==> src/rtl/uart_hw_flow_pkg.sv <==
package uart_hw_flow_pkg;
  typedef enum logic [1:0] {
    RTS_GPIO   = 2'd0,
    RTS_PARKED = 2'd1,
    RTS_AUTO   = 2'd2
  } rts_mode_e;

  function automatic int unsigned cnt_width(input int unsigned depth);
    return $clog2(depth + 1);
  endfunction
endpackage

==> src/rtl/uart_cdc_sync.sv <==
module uart_cdc_sync #(
  parameter int STAGES = 2,
  parameter bit RST_VAL = 1'b1
) (
  input  logic clk,
  input  logic rst,
  input  logic d_async,
  output logic q_sync
);
  logic [STAGES-1:0] chain;

  always_ff @(posedge clk) begin
    if (rst) chain <= {STAGES{RST_VAL}};
    else     chain <= {chain[STAGES-2:0], d_async};
  end

  assign q_sync = chain[STAGES-1];
endmodule

==> src/rtl/uart_rts_ctrl.sv <==
module uart_rts_ctrl
  import uart_hw_flow_pkg::*;
#(
  parameter int CW = 8
) (
  input  logic          clk,
  input  logic          rst,
  input  logic          auto_rts_en,
  input  logic          sw_rts,
  input  logic [CW-1:0] lvl_trig,
  input  logic [CW-1:0] lvl_upper,
  input  logic [CW-1:0] lvl_lower,
  input  logic [CW-1:0] rx_count,
  output logic          rts_n,
  output logic          rx_thr_irq
);
  rts_mode_e mode;
  logic      throttled_q, throttled_d;

  always_comb begin
    if (!auto_rts_en)  mode = RTS_GPIO;
    else if (!sw_rts)  mode = RTS_PARKED;
    else               mode = RTS_AUTO;
  end

  always_comb begin
    throttled_d = 1'b0;
    if (mode == RTS_AUTO) begin
      if (rx_count >= lvl_upper)     throttled_d = 1'b1;
      else if (rx_count < lvl_lower) throttled_d = 1'b0;
      else                           throttled_d = throttled_q;
    end
  end

  always_ff @(posedge clk) begin
    if (rst) begin
      throttled_q <= 1'b0;
      rts_n       <= 1'b1;
      rx_thr_irq  <= 1'b0;
    end else begin
      throttled_q <= throttled_d;
      case (mode)
        RTS_GPIO:   rts_n <= ~sw_rts;
        RTS_PARKED: rts_n <= 1'b1;
        default:    rts_n <= throttled_d;
      endcase
      rx_thr_irq <= auto_rts_en && (rx_count >= lvl_trig);
    end
  end
endmodule

==> src/rtl/uart_cts_gate.sv <==
module uart_cts_gate (
  input  logic clk,
  input  logic rst,
  input  logic auto_cts_en,
  input  logic cts_n_sync,
  input  logic tx_req,
  input  logic tx_busy,
  output logic tx_go
);
  logic clear_ok;

  assign clear_ok = !auto_cts_en || !cts_n_sync;

  always_ff @(posedge clk) begin
    if (rst) tx_go <= 1'b0;
    else     tx_go <= tx_req && !tx_busy && !tx_go && clear_ok;
  end
endmodule

==> src/rtl/uart_hw_flow.sv <==
module uart_hw_flow
  import uart_hw_flow_pkg::*;
#(
  parameter int FIFO_DEPTH = 128,
  parameter int SYNC_STAGES = 2,
  localparam int CW = cnt_width(FIFO_DEPTH)
) (
  input  logic          clk,
  input  logic          rst,
  input  logic          auto_rts_en,
  input  logic          auto_cts_en,
  input  logic          sw_rts,
  input  logic [CW-1:0] lvl_trig,
  input  logic [CW-1:0] lvl_upper,
  input  logic [CW-1:0] lvl_lower,
  input  logic [CW-1:0] rx_count,
  output logic          rts_n,
  output logic          rx_thr_irq,
  input  logic          cts_n,
  input  logic          tx_req,
  input  logic          tx_busy,
  output logic          tx_go
);
  logic cts_n_sync;

  uart_rts_ctrl #(.CW(CW)) u_rts (
    .clk(clk), .rst(rst), .auto_rts_en(auto_rts_en), .sw_rts(sw_rts),
    .lvl_trig(lvl_trig), .lvl_upper(lvl_upper), .lvl_lower(lvl_lower),
    .rx_count(rx_count), .rts_n(rts_n), .rx_thr_irq(rx_thr_irq)
  );

  uart_cdc_sync #(.STAGES(SYNC_STAGES), .RST_VAL(1'b1)) u_cts_sync (
    .clk(clk), .rst(rst), .d_async(cts_n), .q_sync(cts_n_sync)
  );

  uart_cts_gate u_gate (
    .clk(clk), .rst(rst), .auto_cts_en(auto_cts_en), .cts_n_sync(cts_n_sync),
    .tx_req(tx_req), .tx_busy(tx_busy), .tx_go(tx_go)
  );
endmodule

==> config.mk <==
export PLATFORM = sky130hd
export DESIGN_NAME = uart_hw_flow
export DESIGN_NICKNAME = d
export VERILOG_FILES = /design/src/rtl/uart_hw_flow_pkg.sv /design/src/rtl/uart_cdc_sync.sv /design/src/rtl/uart_rts_ctrl.sv /design/src/rtl/uart_cts_gate.sv /design/src/rtl/uart_hw_flow.sv
export SDC_FILE = /design/constraint.sdc
export NUM_CORES = 1
export LEC_CHECK = 0
export CAP_MARGIN = 20
export CORE_AREA = 2 2 47 49
export DETAILED_ROUTE_END_ITERATION = 8
export DIE_AREA = 0 0 49 51
export PLACE_DENSITY = 0.83
export SKIP_LAST_GASP = 1
export SLEW_MARGIN = 5
export SYNTH_ARGS = -nofsm -noshare
export SYNTH_HDL_FRONTEND = slang
export SYNTH_HIERARCHICAL = 1
export SYNTH_SLANG_ARGS = --single-unit
export TNS_END_PERCENT = 1
==> constraint.sdc <==
create_clock -name clk -period 1.9 [get_ports clk]
set_input_delay 0.19 -clock clk [delete_from_list [all_inputs] [get_ports clk]]
set_output_delay 0.19 -clock clk [all_outputs]
set_load 0.005 [all_outputs]
==> metrics.txt <==
first-pass GRT wire length 3429 um; fin. max-slew vios 0; PwrDens 373.0 nW/um^2; Resized Gates After CTS 0; Ys Warns 6; routed len/inst 13.01 um; H-tree Lvls 1; worst hold path class flip-flop to flip-flop; initial antenna violation count 0; setup_tns 0 ns; routed wire length 2094 um; #FFs+latches synth 6; total congestion overflow 0; worst min-delay path endpoint u_gate/tx_go; I/O Buffers 42; Detailed Route Iter0 Violations 6; number of max-cap violations 0; ys async rst share 0; Fmax 0.6245 GHz; setup bufs post-CTS 0; path depth of the worst reg2reg path 4; Mapped Nets 151; Most used DFF post-synth dfxtp_1; EDFF count, synth 0; RePlAce Congestion 0.7971; final setup margin 0.2987 ns; Pre-antenna DRT Iters 6; total CTS buffers 3; Critical Path Start Type primary input; Core Rows 17; worst path arrival time 1.71 ns; Layout area overhead 62.52%; hold path depth 1; clock-pin slew on the worst setup and hold paths 0.05 ns; sequential-to-total area share from yosys stat 0.1571; core area 2063 sq um; reg-to-reg critical path startpoint u_rts/throttled_q; CTS Hold Buffers Added 0; Hold Violations, Final 0; CTS tree yes; RSZ-0062 raised after global routing no; DR vias/cell 5.056; initial core utilization 0.3705; pin count of the biggest net entering global routing 7; Clock Latency Late Sink 0.24 ns; max_slew headroom 0.8052; status finished clean; period utilisation layout 0.8428; CP endpoint kind flip-flop; IO Pins 43; synthesized area 764.5 sq um; DIE WIDTH 49 um; # diodes 0; critical path required time 2.01 ns; clock tree sinks 6; Distinct cells, synth 25; CTS Buffer Depth 2; hold path start u_cts_sync/chain[1]; share of post-route cells with drive strength above 1 0.03759; fin crit period 1.601 ns; Total Power 463.4 uW; CTS root buffer clkbuf_4; Slew @ Worst Pin 0.2922 ns; Post-Syn Area per Cell 8.687 sq um; die area 2499 sq um; worst r2r dst u_rts/throttled_q; vias in the first global route 800; Leak 0.0006476 uW; Peak VDD IR 0.4269 mV; Detailed Place HPWL 1874 um; number of nets in the final layout 198; Overall Global Routing Usage 0.1778; Via Count 814; fillers 178; Die Ht 51 um; Routed Antenna Nets 0; Setup violations, final 0; Mapped Cells 88; WS Path Type primary input to flip-flop; flop-to-flop setup slack 0.74 ns; clock skew 0.0001046 ns; Residual DRC 0; maximum fanout along the worst path 2; DP Worst Slack 0.05916 ns
layout make-up:
| cell class | count | area [sq um] | share of cell area |
|---|---|---|---|
| sequential | 6 | 120.1 | 0.09668 |
| clock buffer | 3 | 22.52 | 0.01813 |
| tap | 28 | 35.03 | 0.02820 |
| inverter | 24 | 90.09 | 0.07251 |
| timing repair buffer | 42 | 420.4 | 0.3384 |
| multi-input combinational | 58 | 554.3 | 0.4461 |
routing by layer:
layer	GRT usage	wire length (um)	vias to the layer above
met5	0	0	-
met4	0.01429	0	0
met3	0.04678	106	0
met2	0.3767	1230	26
met1	0.1770	757	389
li1	-	-	399
sequential cells by signal, indices dropped and copies added (netlist names):
signal / count
u_cts_sync/chain: 2
u_gate/tx_go: 1
u_rts/rts_n: 1
u_rts/rx_thr_irq: 1
u_rts/throttled_q: 1
cells by family (layout without fill, tap and decap cells):
group | after synthesis | after routing | synth area share
buf+inv | 24 | 69 | 0.1178
fa+ha+maj | 23 | 23 | 0.3764
compound gates | 23 | 23 | 0.2439
simple gates | 12 | 12 | 0.1047
flops | 6 | 6 | 0.1571
where the power goes:
part	leakage [uW]	internal [uW]	total, uW	switching, uW
sequential	0.0000494	133	135	2.28
combinational	0.000584	134	213	79.1
clock	0.0000138	71.3	115	43.8
total	0.000648	338	463	125
critical path, cell delays in order:
cell and delay, ns:
clkdlybuf4s50_1 0.46, inv_1 0.05, ha_1 0.32, a2111oi_4 0.33
o211a_1 0.23, a41oi_1 0.12
synthesized netlist by cell type (2+ instances only):
master    number  area (sq um)
inv_1         24         90.09
ha_1          23         287.8
a21o_1         6         45.04
dfxtp_1        6         120.1
a21oi_1        4         20.02
a211oi_1       2         15.01
and3_1         2         12.51
nand2b_1       2         12.51
nor2_1         2         7.510
or2_1          2         12.51
how the worst max path moves through the flow:
stage	start	slack [ns]	to
after floorplan	lvl_lower[7]	0.65	u_rts/throttled_q
after global placement	lvl_lower[7]	0.11	u_rts/throttled_q
after detailed placement	lvl_lower[1]	0.06	u_rts/rts_n
after CTS	lvl_lower[1]	0.33	u_rts/rts_n
after global routing	rx_count[7]	0.25	u_rts/throttled_q
final	lvl_lower[1]	0.30	u_rts/rts_n
cells in the final DEF, fill, tap and decap left out, drive strengths merged:
cell type      instances
a2111oi                1
a211o                  1
a211oi                 2
a21o                   6
a21oi                  4
a22oi                  1
a41oi                  1
and3                   2
clkbuf                 3
clkdlybuf4s50         42
dfxtp                  6
ha                    23
inv                   24
nand2b                 3
nand4                  1
nor2                   2
nor3                   1
o2111ai                1
o211a                  1
o211ai                 1
o21a                   1
o21ai                  1
o221ai                 1
o22ai                  1
or2                    2
or4b                   1
stage by stage:
stage	util	instance area, sq um	cells	hold slack [ns]
2_1_floorplan	-	764.5	88	0.2812
3_3_place_gp	0.5913	1220	158	0.3972
3_5_place_dp	0.5913	1220	158	0.3882
4_1_cts	0.6022	1242	161	0.4043
5_1_grt	0.6022	1242	161	0.4144
6_report	0.6022	1242	161	0.4026
No activity file was read; power rests on OpenSTA's default activity.
